--- src/rtl/evt_framer_pkg.sv ---
package evt_framer_pkg;

    localparam int WORD_W  = 64;
    localparam int LEN_W   = 24;
    localparam int CRC_W   = 16;
    localparam int TRIG_W  = 24;
    localparam int BUNCH_W = 12;
    localparam int SRC_W   = 12;
    localparam int TYPE_W  = 4;
    localparam int STAT_W  = 8;

    typedef enum logic [1:0] {
        ST_IDLE,
        ST_HEAD,
        ST_BODY,
        ST_TAIL
    } fr_state_e;

    typedef struct packed {
        logic [TRIG_W-1:0]  trig;
        logic [BUNCH_W-1:0] bunch;
        logic [SRC_W-1:0]   src;
        logic [TYPE_W-1:0]  etype;
        logic [STAT_W-1:0]  status;
    } evt_side_t;

    function automatic logic [WORD_W-1:0] pack_head(
        input logic [3:0] marker,
        input logic [3:0] version,
        input evt_side_t  side
    );
        return {marker, version, side.trig, side.bunch, side.src, side.etype, 4'h0};
    endfunction

    function automatic logic [WORD_W-1:0] pack_tail(
        input logic [3:0]        marker,
        input logic [LEN_W-1:0]  len,
        input logic [STAT_W-1:0] status,
        input logic [CRC_W-1:0]  crc
    );
        return {marker, 4'h0, len, status, 8'h00, crc};
    endfunction

endpackage

--- src/rtl/evt_crc_step.sv ---
module evt_crc_step #(
    parameter int             DATA_W = 64,
    parameter int             CRC_W  = 16,
    parameter logic [CRC_W-1:0] POLY = 16'h1021
) (
    input  logic [CRC_W-1:0]  crc_in,
    input  logic [DATA_W-1:0] data,
    output logic [CRC_W-1:0]  crc_out
);

    logic [CRC_W-1:0] stage [0:DATA_W];

    assign stage[0] = crc_in;

    for (genvar i = 0; i < DATA_W; i++) begin : g_bit
        logic fb;
        assign fb = stage[i][CRC_W-1] ^ data[DATA_W-1-i];
        assign stage[i+1] = {stage[i][CRC_W-2:0], 1'b0} ^ (fb ? POLY : '0);
    end

    assign crc_out = stage[DATA_W];

endmodule

--- src/rtl/evt_len_cnt.sv ---
module evt_len_cnt #(
    parameter int LEN_W = 24
) (
    input  logic             clk,
    input  logic             rst_n,
    input  logic             clr,
    input  logic             inc,
    output logic [LEN_W-1:0] cnt
);

    always_ff @(posedge clk or negedge rst_n) begin
        if (!rst_n) begin
            cnt <= '0;
        end else if (clr) begin
            cnt <= '0;
        end else if (inc) begin
            cnt <= cnt + 1'b1;
        end
    end

endmodule

--- src/rtl/evt_framer.sv ---
module evt_framer
    import evt_framer_pkg::*;
#(
    parameter logic [3:0]       HEAD_MARK = 4'h5,
    parameter logic [3:0]       TAIL_MARK = 4'hA,
    parameter logic [3:0]       FMT_VER   = 4'h1,
    parameter logic [15:0]      CRC_POLY  = 16'h1021,
    parameter logic [15:0]      CRC_INIT  = 16'hFFFF
) (
    input  logic        clk,
    input  logic        rst_n,
    input  logic        s_valid,
    output logic        s_ready,
    input  logic [63:0] s_data,
    input  logic        s_last,
    input  logic        empty_req,
    input  logic [23:0] sb_trig,
    input  logic [11:0] sb_bunch,
    input  logic [11:0] sb_src,
    input  logic [3:0]  sb_etype,
    input  logic [7:0]  sb_status,
    output logic        m_valid,
    input  logic        m_ready,
    output logic [63:0] m_data,
    output logic        m_last
);

    fr_state_e          state_q, state_d;
    evt_side_t          side_q;
    logic               empty_q;
    logic [CRC_W-1:0]   crc_q, crc_nxt;
    logic [LEN_W-1:0]   len_cnt;
    logic [WORD_W-1:0]  head_word, tail_word;
    logic               start_evt, word_fire, count_fire;

    assign start_evt  = (state_q == ST_IDLE) && (s_valid || empty_req);
    assign word_fire  = m_valid && m_ready;
    assign count_fire = word_fire && (state_q == ST_HEAD || state_q == ST_BODY);

    assign head_word = pack_head(HEAD_MARK, FMT_VER, side_q);
    assign tail_word = pack_tail(TAIL_MARK, len_cnt + 1'b1, side_q.status, crc_q);

    // State register
    always_ff @(posedge clk or negedge rst_n) begin
        if (!rst_n) begin
            state_q <= ST_IDLE;
        end else begin
            state_q <= state_d;
        end
    end

    // Next-state logic
    always_comb begin
        state_d = state_q;
        unique case (state_q)
            ST_IDLE: if (s_valid || empty_req)            state_d = ST_HEAD;
            ST_HEAD: if (m_ready)                         state_d = empty_q ? ST_TAIL : ST_BODY;
            ST_BODY: if (s_valid && m_ready && s_last)    state_d = ST_TAIL;
            ST_TAIL: if (m_ready)                         state_d = ST_IDLE;
            default:                                      state_d = ST_IDLE;
        endcase
    end

    // Outputs
    always_comb begin
        m_valid = 1'b0;
        m_data  = '0;
        m_last  = 1'b0;
        s_ready = 1'b0;
        unique case (state_q)
            ST_IDLE: ;
            ST_HEAD: begin
                m_valid = 1'b1;
                m_data  = head_word;
            end
            ST_BODY: begin
                m_valid = s_valid;
                m_data  = s_data;
                s_ready = m_ready;
            end
            ST_TAIL: begin
                m_valid = 1'b1;
                m_data  = tail_word;
                m_last  = 1'b1;
            end
            default: ;
        endcase
    end

    // Sideband capture and running CRC
    always_ff @(posedge clk or negedge rst_n) begin
        if (!rst_n) begin
            side_q  <= '0;
            empty_q <= 1'b0;
            crc_q   <= CRC_INIT;
        end else if (start_evt) begin
            side_q  <= '{trig: sb_trig, bunch: sb_bunch, src: sb_src,
                         etype: sb_etype, status: sb_status};
            empty_q <= !s_valid;
            crc_q   <= CRC_INIT;
        end else if (count_fire) begin
            crc_q   <= crc_nxt;
        end
    end

    evt_crc_step #(
        .DATA_W (WORD_W),
        .CRC_W  (CRC_W),
        .POLY   (CRC_POLY)
    ) u_crc (
        .crc_in  (crc_q),
        .data    (m_data),
        .crc_out (crc_nxt)
    );

    evt_len_cnt #(
        .LEN_W (LEN_W)
    ) u_len (
        .clk   (clk),
        .rst_n (rst_n),
        .clr   (start_evt),
        .inc   (count_fire),
        .cnt   (len_cnt)
    );

endmodule

--- config.mk ---
export PLATFORM = sky130hd
export DESIGN_NAME = evt_framer
export DESIGN_NICKNAME = d
export VERILOG_FILES = /design/src/rtl/evt_framer_pkg.sv /design/src/rtl/evt_crc_step.sv /design/src/rtl/evt_len_cnt.sv /design/src/rtl/evt_framer.sv
export SDC_FILE = /design/constraint.sdc
export NUM_CORES = 1
export LEC_CHECK = 0
export BUFFER_PORTS_ARGS = -buffer_cell sky130_fd_sc_hd__buf_2
export CAP_MARGIN = 20
export CORE_MARGIN = 1.5
export CORE_UTILIZATION = 57
export CTS_BUF_LIST = sky130_fd_sc_hd__clkbuf_4 sky130_fd_sc_hd__clkbuf_8
export DETAILED_ROUTE_END_ITERATION = 7
export GPL_TIMING_DRIVEN = 1
export PLACE_DENSITY_LB_ADDON = 0.2
export RECOVER_POWER = 50
export SYNTH_ARGS = -nofsm -noshare
export SYNTH_HDL_FRONTEND = slang
export SYNTH_SLANG_ARGS = --single-unit
export TNS_END_PERCENT = 5
--- constraint.sdc ---
create_clock -name clk -period 5.85 [get_ports clk]
set_input_delay 1.755 -clock clk [delete_from_list [all_inputs] [get_ports clk]]
set_output_delay 1.755 -clock clk [all_outputs]
set_load 0.02 [all_outputs]
Word-level counts from Yosys, hierarchy flattened --
Index checks and enable logic that the tools add are counted.
Operators by class: add/sub/neg operators 1, multiply operators 0, divide/modulo/power cells 0, magnitude comparators 0, equal/unequal tests 7, shift operators 0, muxes and demuxes 78, bitwise logic cells 128, reductions and logical operators 12
Operators with widths (number):
- $xor A16 B16 Y16 | 64
- $mux W13 | 64
- $pmux W64 S3 | 1
- $xor A1 B1 Y1 | 64
- $mux W24 | 2
- $mux W16 | 2
- $add A24 B1 Y24 const B | 1
- $mux W2 | 4
- $pmux W2 S4 | 1
- $logic_and A1 B1 Y1 | 5
- $eq A2 B2 Y1 const B | 2
- $ne A2 B1 Y1 const B | 2
- $ne A2 B2 Y1 const B | 2
- $reduce_and A4 Y1 | 1
- $mux W1 | 3
- $eq A2 B1 Y1 const B | 1
- $logic_not A2 Y1 | 1
- $logic_or A1 B1 Y1 | 2
- $pmux W1 S2 | 1
- $reduce_bool A2 Y1 | 1
- $reduce_or A2 Y1 | 1
- $logic_not A1 Y1 | 1
Storage, ports and cells: register bits 103, latch bits 0, bits in writable memories 0, ROM bits 0, word-level logic and storage cells 235, memories kept 0

Depth between registers and ports, before layout --
Gate-level depths: netlist of run 1.
word-level depth 196, depth in mapped cells 19, depth with buffers taken out 15

By module --
A second synthesis of run 1 with hierarchy kept.
Unflattened totals: cells, all modules 757, area total of the unflattened synthesis 8087.8 um2
By module, submodules not included:
- evt_framer | times used 1, cells each 428, area an instance 4418.0 um2, seq. area each 1996.9 um2
- evt_crc_step | times used 1, cells each 200, area an instance 2431.1 um2, seq. area each 0.0 um2
- evt_len_cnt | times used 1, cells each 129, area an instance 1238.7 um2, seq. area each 600.6 um2

Least setup slack after synthesis of run 1 --
Ideal clock, no wire load.
kind input to register, from in s_data[62], to reg crc_q[14], library setup time 72 ps, data arrival time 5587 ps, slack 192 ps, stages on the path 13, buffers on the path 0, cells stage by stage nand3_1 > nand2_1 > xnor3_1 > xnor2_1 > xnor2_2 > xnor3_2 > xnor2_4 > xnor3_2 > xor3_2 > xnor2_2 > xor3_2 > xnor3_1 > o21ai_1
Between the ends: cells in the longest elaborated chain, start to end 98
Ends and longest elaborated chain:
- start: declaration | RTL line evt_framer.sv:14 | input logic [63:0] s_data,
- $pmux W64 S3 * | RTL line evt_framer.sv:70 | unique case (state_q)
- net m_data[62] | RTL line evt_framer.sv:24 | output logic [63:0] m_data,
- $xor A1 B1 Y1 * | RTL line evt_crc_step.sv:17 | assign fb = stage[i][CRC_W-1] ^ data[DATA_W-1-i];
- $mux W13 * | RTL line evt_crc_step.sv:18 | assign stage[i+1] = {stage[i][CRC_W-2:0], 1'b0} ^ (fb ? POLY : '0);
- $xor A16 B16 Y16 * (4 in series) | RTL line evt_crc_step.sv:18
- $xor A1 B1 Y1 | RTL line evt_crc_step.sv:17
- $mux W13 | RTL line evt_crc_step.sv:18
- $xor A16 B16 Y16 * (4 in series) | RTL line evt_crc_step.sv:18
- [... 72 more ...]
- $xor A1 B1 Y1 | RTL line evt_crc_step.sv:17
- $mux W13 | RTL line evt_crc_step.sv:18
- $xor A16 B16 Y16 * (4 in series) | RTL line evt_crc_step.sv:18
- $xor A1 B1 Y1 | RTL line evt_crc_step.sv:17
- $mux W13 | RTL line evt_crc_step.sv:18
- $xor A16 B16 Y16 * (3 in series) | RTL line evt_crc_step.sv:18
- $mux W16 * | RTL line evt_framer.sv:101 | end else if (count_fire) begin
- $mux W16 * | RTL line evt_framer.sv:96 | end else if (start_evt) begin
- end signal: assignment | RTL line evt_framer.sv:102 | crc_q <= crc_nxt;
- end: declaration | RTL line evt_framer.sv:31 | logic [CRC_W-1:0] crc_q, crc_nxt;
Mark *: on every way through the listed nets, which the timed path passes. The rest lies on a longest branch. The select of a mux whose other input is x is not followed. A chain may end at the register's enable or synchronous reset.

Worst setup path after layout of run 1 --
from in s_data[62], to reg crc_q[12]
Between the ends: cells in the longest elaborated chain, start to end 92
Ends and longest elaborated chain (RTL line):
- $pmux W64 S3 * | evt_framer.sv:70
- $xor A1 B1 Y1 * | evt_crc_step.sv:17
- $mux W13 * | evt_crc_step.sv:18
- $xor A16 B16 Y16 * (4 in series) | evt_crc_step.sv:18
- $xor A1 B1 Y1 or $xor A16 B16 Y16 (tied branches) | evt_crc_step.sv:17, evt_crc_step.sv:18
- $mux W13 or $xor A16 B16 Y16 (tied branches) | evt_crc_step.sv:18
- $xor A16 B16 Y16 * (4 in series) | evt_crc_step.sv:18
- $xor A1 B1 Y1 or $xor A16 B16 Y16 (tied branches) | evt_crc_step.sv:17, evt_crc_step.sv:18
- [... 53 more ...]
- $xor A1 B1 Y1 or $xor A16 B16 Y16 (tied branches) | evt_crc_step.sv:17, evt_crc_step.sv:18
- $mux W13 (tied with other cells) | evt_crc_step.sv:18
- $xor A16 B16 Y16 * (11 in series) | evt_crc_step.sv:18
- $xor A1 B1 Y1 or $xor A16 B16 Y16 (tied branches) | evt_crc_step.sv:17, evt_crc_step.sv:18
- $mux W13 (tied with other cells) | evt_crc_step.sv:18
- $xor A16 B16 Y16 * (8 in series) | evt_crc_step.sv:18
- $mux W16 * | evt_framer.sv:101
- $mux W16 * | evt_framer.sv:96
Every way passes the cells marked *; elsewhere a longest branch is shown, timed or not. The select of a mux whose other input is x is not followed.

==> summary.txt, run 1 <==
STA
  • Slew headroom: -158.8%
  • Final setup fails: 0
  • Hold Violations, Final: 0
  • Final Skew: ~16 ps
  • Min Tclk post-route: about 5500 ps
  • Setup WS post-layout: roughly 340 ps
  • Fin. max-slew vios: slightly above 100
  • RSZ-0062 raised after global routing: no
  • Least-Margin Pin Slew: 3882 ps
  • F_max: 181.4 MHz
  • Crit share post-route: between 90% and 100%

Die
  • Die span in y: 125.6 um
  • Initial Util: 58.68%
  • Die Wd: 125.6 um
  • Ports: between 150 and 200
  • Rows: 44
  • Die area: approximately 0.016 mm^2
  • Core ar.: between 0.01 and 0.015 mm^2

Finish
  • Antenna Cells: 0
  • FF+latch area: ~0.0026 mm^2
  • Most common cell after layout, fill and taps aside: nand2_1
  • Finished Cell Area: between 0.01 and 0.015 mm^2
  • Area delta synth->final: 16.91%
  • Commonest cells after routing, fill and taps aside: 216 x nand2_1, 194 x buf_2, 87 x dfrtp_1, 85 x xnor2_1, 58 x nor2_1
  • Multi-input logic area: between 0.005 and 0.006 mm^2
  • Fill count: 1,232
  • Layout cells sized above 1: between 20% and 30%
  • Nets: 1,235

CTS
  • Sink Count: ~100
  • Hold buffer count at CTS: 0
  • H-tree Lvls: 3
  • Root Driver: clkbuf_8
  • Max Root-Sink Buffers: 2
  • Post-CTS Setup Inserts: 0
  • Clk slew on worst S/H paths: roughly 110 ps
  • CTS tree: done
  • Cells resized by post-CTS repair: 0
  • Num CTS Buffers: 9
  • Clock Latency Late Sink: ~400 ps

Critical path
  • Delay-heaviest family, CP: XOR/XNOR gates
  • Crit. path cell count: 14
  • Max incr delay on CP: 470 ps
  • CP arrival: between 5000 and 6000 ps
  • Crit. End Element: flop
  • Startpoint types: input port
  • Most common cell on crit path: xnor3_1
  • Setup CP Type: in -> reg
  • Slowest cell on the critical path: xnor3_1
  • Buf/Inv on CP: 1
  • CP max FO: 5
  • Crit-path cells: buf_2 -> nand3_1 -> nand2_1 -> xor2_1 -> xnor2_1 -> xnor2_2 -> xnor3_1 -> xnor3_1 -> xnor3_1 -> xnor3_1 -> xnor2_2 -> xnor3_1 -> xnor3_1 -> o21ai_1
  • Critical Path RT: roughly 6200 ps
  • Reg2Reg Depth: 15

Route
  • Routed length per instance: between 20 and 25 um
  • Detail Route Antenna Nets: 0
  • Post-Route WL: approximately 26,000 um
  • Via count: ~7,700
  • Pre-antenna DRT Iters: 7
  • Vias/cell: between 5 and 6
  • DRC: 0
  • Iter 0 DRT Violations: ~900

Synth
  • Avg Inst Size Synth: between 9 and 10 um^2
  • Cell Area, Synth: around 0.0086 mm^2
  • Top_reg_cell synth: dfrtp_1
  • Post-synthesis sequential area ratio: between 30% and 40%
  • Asr flop ratio synth: 100.0%
  • Synth Register Bits: between 100 and 150
  • Post-synth EDFFs: 0
  • Number of distinct library cells after synthesis: a little under 80
  • Mapped Cells: ~920
  • Mapped Nets: ~1,100
  • Synth warnings: 0

Place
  • Placed inst area: between 0.009 and 0.01 mm^2
  • Post-placement setup slack: -45.38 ps
  • Buffers on Ports: between 150 and 200
  • Dpl hpwl: 20,080 um
  • GPL Wtd Cong: between 1 and 1.5

GRT
  • Largest net degree at the start of global routing: between 70 and 80
  • Vias in the first global route: about 7,500
  • Total track usage: about a third
  • Antenna violations before repair: 0
  • Total gr overflow: 0
  • First-pass GRT wire length: 41,300 um

Outcome
  • Run status: complete, but fails checks
  • Failing checks: max-capacitance violations, max-slew violations

Hold path
  • Hold Path Stages: 2
  • Worst min path class: reg -> reg

Job
  • Max-cap violations: 2
## stage by stage
stage | std cells | setup TNS, ps | utilization (%) | hold slack, ps
after floorplan | 917 | 0 | - | 445.3
after global placement | 1272 | 0 | 67.23 | 457.5
after detailed placement | 1272 | -45.38 | 67.23 | 461.7
after CTS | 1288 | 0 | 68.77 | 487.7
after global routing | 1288 | 0 | 68.60 | 505.0
final | 1288 | 0 | 68.60 | 487.4
## Yosys cell counts (21+ instances only)
master / number / share of area [%]
clkbuf_1: 32 / 1.4
nand2_1: 216 / 9.5
nor2_1: 58 / 2.5
o21ai_0: 44 / 2.6
a22oi_1: 26 / 2.3
xnor3_1: 38 / 10
a21oi_1: 27 / 1.6
nand3_1: 21 / 1.2
xnor2_1: 85 / 8.7
a222oi_1: 24 / 2.8
xor2_1: 39 / 4.0
dfrtp_1: 87 / 25
## worst reg2reg max path: cells and delay by family, from the launching register on
family,cells,cell delay (ps)
flops,1,560
fa+ha+maj,1,440
simple gates,1,80
compound gates,3,800
buf+inv,2,460
xor+xnor,8,3010
## final timing paths
check	start	slack (ps)	endpoint
worst max-delay path	s_data[62]	340	crc_q[12]
max in group asynchronous	rst_n	770	u_len.cnt[16]
worst min-delay path	head_word[43]	490	head_word[43]
worst min register to register	head_word[43]	490	head_word[43]
worst max register to register	state_q[1]	390	crc_q[12]
min in group asynchronous	rst_n	2670	head_word[49]
## per-layer routing
metal	track usage, %	vias up	share of wire [%]
met5	0	-	0
met1	49.35	3675	42
met4	10.90	0	2.5
li1	-	3559	-
met3	6.418	47	10
met2	51.34	441	45
## sequential cells by signal, indices dropped and copies added, names as in the netlist
name,cells
state_q,2
head_word,52
u_len.cnt,24
empty_q,1
side_q,8
crc_q,16
## layout make-up
cell class	instances	area share (%)
clock buffers	10	1.313
clock inverters	6	0.9251
inverters	17	0.6376
multi-input cells	735	56.37
flip-flops and latches	103	25.95
well taps	184	2.300
repair buffers	233	12.50
## cell families (layout without fill, tap and decap cells)
logic type | count (synthesis) | count (layout) | share of synthesized area [%]
xor gates and xnor gates | 195 | 195 | 31.13
adders and majority gates | 6 | 6 | 0.8769
DFF | 103 | 103 | 30.34
AOI/OAI and AO/OA | 177 | 177 | 14.75
muxes | 1 | 1 | 0.1169
buffers and inverters | 79 | 266 | 3.888
and+or+nand+nor | 356 | 356 | 18.90
Power of run 1 is not shown: default switching activity piles up to over one toggle a cycle in this logic, so the estimate is an artifact.
==> run 2, diff against run 1 <==
- REMOVE_ABC_BUFFERS: not set -> 1
==> run 2 against run 1 <==
Critical path type is now reg -> reg. Fmax decreased by 0.14%. The flow still finishes with violations (max-capacitance violations, max-slew violations). Clock skew decreased by 7.2 ps. Cell count increased by 0.85%.
==> summary.txt, run 2 (same netlist as run 1, synthesis figures left out) <==
STA
  • Fin. max-slew vios: between 100 and 150
  • Crit share post-route: 94.37%
  • RSZ-0062 raised after global routing: no
  • Least-Margin Pin Slew: about 3300 ps
  • F_max: 181.1 MHz
  • Hold Violations, Final: 0
  • Final setup fails: 0
  • WHS: 483.1 ps
  • Final Skew: 8.626 ps
  • Min Tclk post-route: ~5500 ps
  • Final setup TNS: 0 ps
  • Setup WS post-layout: about 330 ps
  • Slew headroom: -119.6%

Outcome
  • Failing checks: max-capacitance violations, max-slew violations
  • Run status: complete, but fails checks

Route
  • Met1 Wirelength: a little under 10,000 um
  • Via count: around 7,500
  • Top Layer Used: met4
  • Vias/cell: 5.804
  • Detail Route Antenna Nets: 0
  • Routed length per instance: around 19 um
  • DR WL met2: 11,950 um
  • Met3 routed WL: between 2000 and 2500 um
  • DRC: 0
  • Pre-antenna DRT Iters: 7
  • Post-Route WL: about 25,000 um
  • Iter 0 DRT Violations: just under 800

CTS
  • Hold buffer count at CTS: 0
  • Num CTS Buffers: 9
  • Cells resized by post-CTS repair: 0
  • CTS tree: done
  • Root Driver: clkbuf_8
  • Max Root-Sink Buffers: 2
  • Clock Latency Late Sink: 400 ps
  • Post-CTS Setup Inserts: 0
  • Clk slew on worst S/H paths: approximately 100 ps
  • Sink Count: a little over 100
  • H-tree Lvls: 3

Critical path
  • Startpoint types: flop
  • Crit. End Element: flop
  • Setup CP Type: reg -> reg
  • CP max FO: 22
  • Critical Path RT: roughly 6200 ps
  • Most common cell on crit path: xnor3_1
  • Slowest cell on the critical path: ha_2
  • Max incr delay on CP: roughly 560 ps
  • Crit-path cells: inv_1 -> ha_2 -> buf_4 -> nand3_1 -> nand2_1 -> xor2_1 -> xnor2_1 -> xnor2_2 -> xnor3_1 -> xnor3_1 -> xnor3_2 -> xor3_2 -> xnor2_2 -> xor3_2 -> xnor3_1 -> o21ai_1
  • CP arrival: 5830 ps

Place
  • Post-placement setup slack: -69.78 ps
  • GPL Wtd Cong: roughly 0.93
  • Buffers on Ports: roughly 200
  • Dpl hpwl: 18,520 um

Finish
  • Core Util, Final: 69.12%
  • Nets: 1,246
  • Area delta synth->final: 17.79%
  • Most common cell after layout, fill and taps aside: nand2_1
  • Antenna Cells: 0
  • Commonest cells after routing, fill and taps aside: 216 x nand2_1, 194 x buf_2, 87 x dfrtp_1, 85 x xnor2_1, 58 x nor2_1
  • Layout cells sized above 1: between 20% and 30%
  • Max reg flops: 52

GRT
  • Total gr overflow: 0
  • Antenna violations before repair: 0
  • First-pass GRT wire length: 39,210 um
  • Vias in the first global route: 7,312
  • Total track usage: about 32%
  • Largest net degree at the start of global routing: 74

Die
  • Core ar.: roughly 0.015 mm^2
  • Die area: approximately 0.016 mm^2
  • Rows: 44
  • Initial Util: a little under 60%
  • Die span in y: approximately 130 um
  • Ports: just under 200
  • Die Wd: around 130 um

Hold path
  • Worst min path class: reg -> reg

Job
  • Max-cap violations: 3
[run 2: per-layer routing]
layer	vias up	track usage (%)
li1	3573	-
met1	3548	41.62
met2	372	51.95
met3	46	8.943
met4	0	10.36
met5	-	0
[run 2: stage by stage]
step / instance area (um^2) / instances
final: 10080 / 1299
after global routing: 10080 / 1299
after CTS: 10110 / 1299
after detailed placement: 9891 / 1283
after global placement: 9891 / 1283
after floorplan: 8292 / 855
[run 2: path summary, 6_finish.rpt]
kind                              start             to  slack, ps  depth (start not counted)
setup / recovery             state_q[0]      crc_q[14]        330                         16
hold / removal             head_word[4]   head_word[4]        480                          2
setup reg to reg             state_q[0]      crc_q[14]        330                         16
hold reg to reg            head_word[4]   head_word[4]        480                          2
max in group asynchronous         rst_n      side_q[3]       1660                          2
min in group asynchronous         rst_n  head_word[34]       1850                          1
[run 2: final cells by class]
class	instances	area [um^2]
clock buffers	10	131.4
fillers	1200	4506
inverters	17	63.81
clock inverters	6	85.08
well taps	184	230.2
multi-input cells	735	5642
repair buffers	244	1334
flip-flops and latches	103	2597
[run 2: critical path, delay by kind of cell, from the launching register on]
kind | cells | cell delay, ps
and+or+nand+nor | 2 | 340
DFF | 1 | 460
buffers and inverters | 2 | 420
xor gates and xnor gates | 10 | 3500
adders and majority gates | 1 | 560
AOI/OAI and AO/OA | 1 | 150
Power of run 2 is left out for the same reason.
==> run 3, diff against run 2 <==
- CORE_UTILIZATION: 57 -> 56
- SYNTH_HIERARCHICAL: not set -> 1
==> run 3 against run 2 <==
The flow still finishes with violations (max-capacitance violations, max-slew violations). Fmax down 1.8%. Setup slack worse by 100 ps. Sequential share of layout area up 1.5 points. Register-to-register slack worse by 100 ps. Synthesized cell count down 17%. Largest cell class unchanged.
==> summary.txt, run 3 <==
Outcome
  • Run status: complete, but fails checks
  • Failing checks: max-capacitance violations, max-slew violations

Die
  • Die span in y: between 100 and 150 um
  • Die Wd: around 120 um
  • Core ar.: roughly 0.014 mm^2
  • Initial Util: 57.82%
  • Ports: slightly below 200
  • Rows: 43
  • Die area: 0.01517 mm^2

Hold path
  • Hold path endpoint: empty_q
  • HP Start: empty_q
  • Hold Path Stages: 2
  • Worst min path class: reg -> reg

GRT
  • Total gr overflow: 0
  • Largest net degree at the start of global routing: 66
  • Total track usage: approximately a third
  • Vias in the first global route: 6,300
  • Antenna violations before repair: 0
  • First-pass GRT wire length: 35,470 um

STA
  • RSZ-0062 raised after global routing: no
  • WHS: between 500 and 600 ps
  • Fin. max-slew vios: around 100
  • F_max: between 150 and 200 MHz
  • Slew headroom: -139.4%
  • Hold Violations, Final: 0
  • Final Skew: roughly 12 ps
  • Final setup fails: 0
  • Crit share post-route: between 90% and 100%
  • Min Tclk post-route: between 5000 and 6000 ps
  • Least-Margin Pin Slew: 3591 ps

Critical path
  • Worst r2r src: u_len/cnt[8]
  • Flop-to-flop setup slack: between 200 and 250 ps
  • CP arrival: ~6000 ps
  • Critical Path RT: 6160 ps
  • CP max FO: 9
  • Crit. End Element: flop
  • Reg2Reg Depth: 16
  • Startpoint types: flop
  • Worst r2r dst: crc_q[6]
  • Setup CP Type: reg -> reg

Synth
  • Mapped Cells: between 700 and 800
  • Synth Register Bits: 103
  • Avg Inst Size Synth: approximately 11 um^2
  • Number of distinct library cells after synthesis: 54
  • Synth warnings: 6
  • Post-synthesis sequential area ratio: 32.12%
  • Top_reg_cell synth: dfrtp_1
  • Asr flop ratio synth: between 90% and 100%
  • Cell accounting for the most synthesized area: dfrtp_1
  • Commonest cells in the netlist: 131 x xnor2_1, 87 x dfrtp_1, 60 x mux2_2
  • Count leader, synth: xnor2_1
  • Synth top area cells: dfrtp_1 27%, xnor2_1 14%, mux2_2 8.4%
  • Cell Area, Synth: between 0.008 and 0.009 mm^2
  • Yosys top cell area share: between 20% and 30%
  • Post-synth EDFFs: 0

Route
  • Via count: 6,663
  • Pre-antenna DRT Iters: 6
  • Iter 0 DRT Violations: approximately 640
  • Post-Route WL: ~24,000 um
  • DRC: 0
  • Vias/cell: slightly below 6
  • Routed length per instance: 20.75 um
  • Detail Route Antenna Nets: 0

Finish
  • Area delta synth->final: 17.67%
  • Nets: approximately 1,100
  • Max reg flops: between 50 and 60
  • Commonest cells after routing, fill and taps aside: 194 x buf_2, 131 x xnor2_1, 87 x dfrtp_1, 60 x mux2_2, 57 x nand2_1
  • Finished Cell Area: ~0.0095 mm^2
  • Antenna Cells: 0
  • Layout cells sized above 1: 36.83%
  • Final std cells w/o fill: between 1,000 and 1,500
  • Most common cell after layout, fill and taps aside: buf_2

CTS
  • Clock Latency Late Sink: 400 ps
  • Num CTS Buffers: 9
  • Hold buffer count at CTS: 0
  • Root Driver: clkbuf_8
  • Cells resized by post-CTS repair: 0
  • CTS tree: done
  • H-tree Lvls: 3
  • Sink Count: about 100
  • Post-CTS Setup Inserts: 0
  • Clk slew on worst S/H paths: ~100 ps
  • Max Root-Sink Buffers: 2

Place
  • GPL Wtd Cong: roughly 0.97
  • Placed inst area: approximately 0.0093 mm^2
  • Buffers on Ports: between 150 and 200
  • # placed instances: 1,117
  • Dpl hpwl: roughly 18,000 um

Job
  • Max-cap violations: 2
run 3: changes by cell type after synthesis, moves of 12 or more:
cell     change
o21ai_0     -29
mux2_2      +60
buf_2       -14
nand2_1    -159
xnor2_1     +46
a21oi_1     -17
nand3_1     +12
run 3: metal layers:
| layer | vias up | part of all wire, % | global-route usage, % |
|---|---|---|---|
| met4 | 0 | 2.0 | 10.34 |
| met5 | - | 0 | 0 |
| met1 | 3232 | 45 | 46.16 |
| met3 | 28 | 8.3 | 6.089 |
| met2 | 340 | 45 | 47.47 |
| li1 | 3063 | - | - |
run 3: how the worst max path moves through the flow:
| stage | startpoint | end | slack [ps] | cells after the start |
|---|---|---|---|---|
| 3_3_place_gp | s_data[52] | crc_q[6] | 110 | 14 |
| 4_1_cts | u_len/cnt[8] | crc_q[6] | 390 | 16 |
| 3_5_place_dp | s_data[52] | crc_q[7] | 180 | 13 |
| 5_1_grt | u_len/cnt[8] | crc_q[6] | 20 | 16 |
| 2_1_floorplan | s_valid | u_len/cnt[22] | -1700 | 6 |
| 6_report | u_len/cnt[8] | crc_q[6] | 230 | 16 |
run 3: logic make-up (layout without fill, tap and decap cells):
kind of cell / Yosys count / count (layout) / synth area share, %
xor+xnor: 230 / 230 / 33.38
simple gates: 199 / 199 / 12.38
compound gates: 103 / 103 / 9.715
flops: 103 / 103 / 32.12
mux: 61 / 61 / 8.478
buf+inv: 55 / 251 / 3.001
fa+ha+maj: 6 / 6 / 0.9282
run 3: area by class of cell:
class / instances / area [um^2]
multi-input cells: 599 / 5255
fillers: 1140 / 4472
flip-flops and latches: 103 / 2597
repair buffers: 223 / 1181
well taps: 180 / 225.2
clock buffers: 13 / 172.7
inverters: 12 / 45.04
clock inverters: 3 / 40.04
run 3: critical path: stages (launching register included):
cell and delay [ps]:
dfrtp_1 530, nand3_2 220, or4_4 640, nor3_2 230, xnor2_1 80, o21ai_1 500, xor2_1 320, xnor3_1 550
xor3_1 520, xnor2_1 240, xnor3_1 450, xor2_1 390, xor2_1 300, xor2_1 260, xnor2_1 150, nand2_1 70
nand3_1 80
run 3: metrics by stage:
stage / setup TNS, ps / setup WS (ps) / utilization (%)
final: 0 / 228.7 / 68.03
after global routing: 0 / 19.62 / 68.03
after CTS: 0 / 385.2 / 68.24
after detailed placement: 0 / 183.1 / 66.72
after global placement: 0 / 108.1 / 66.72
after floorplan: -36830 / -1701 / -
Power of run 3 is left out for the same reason.
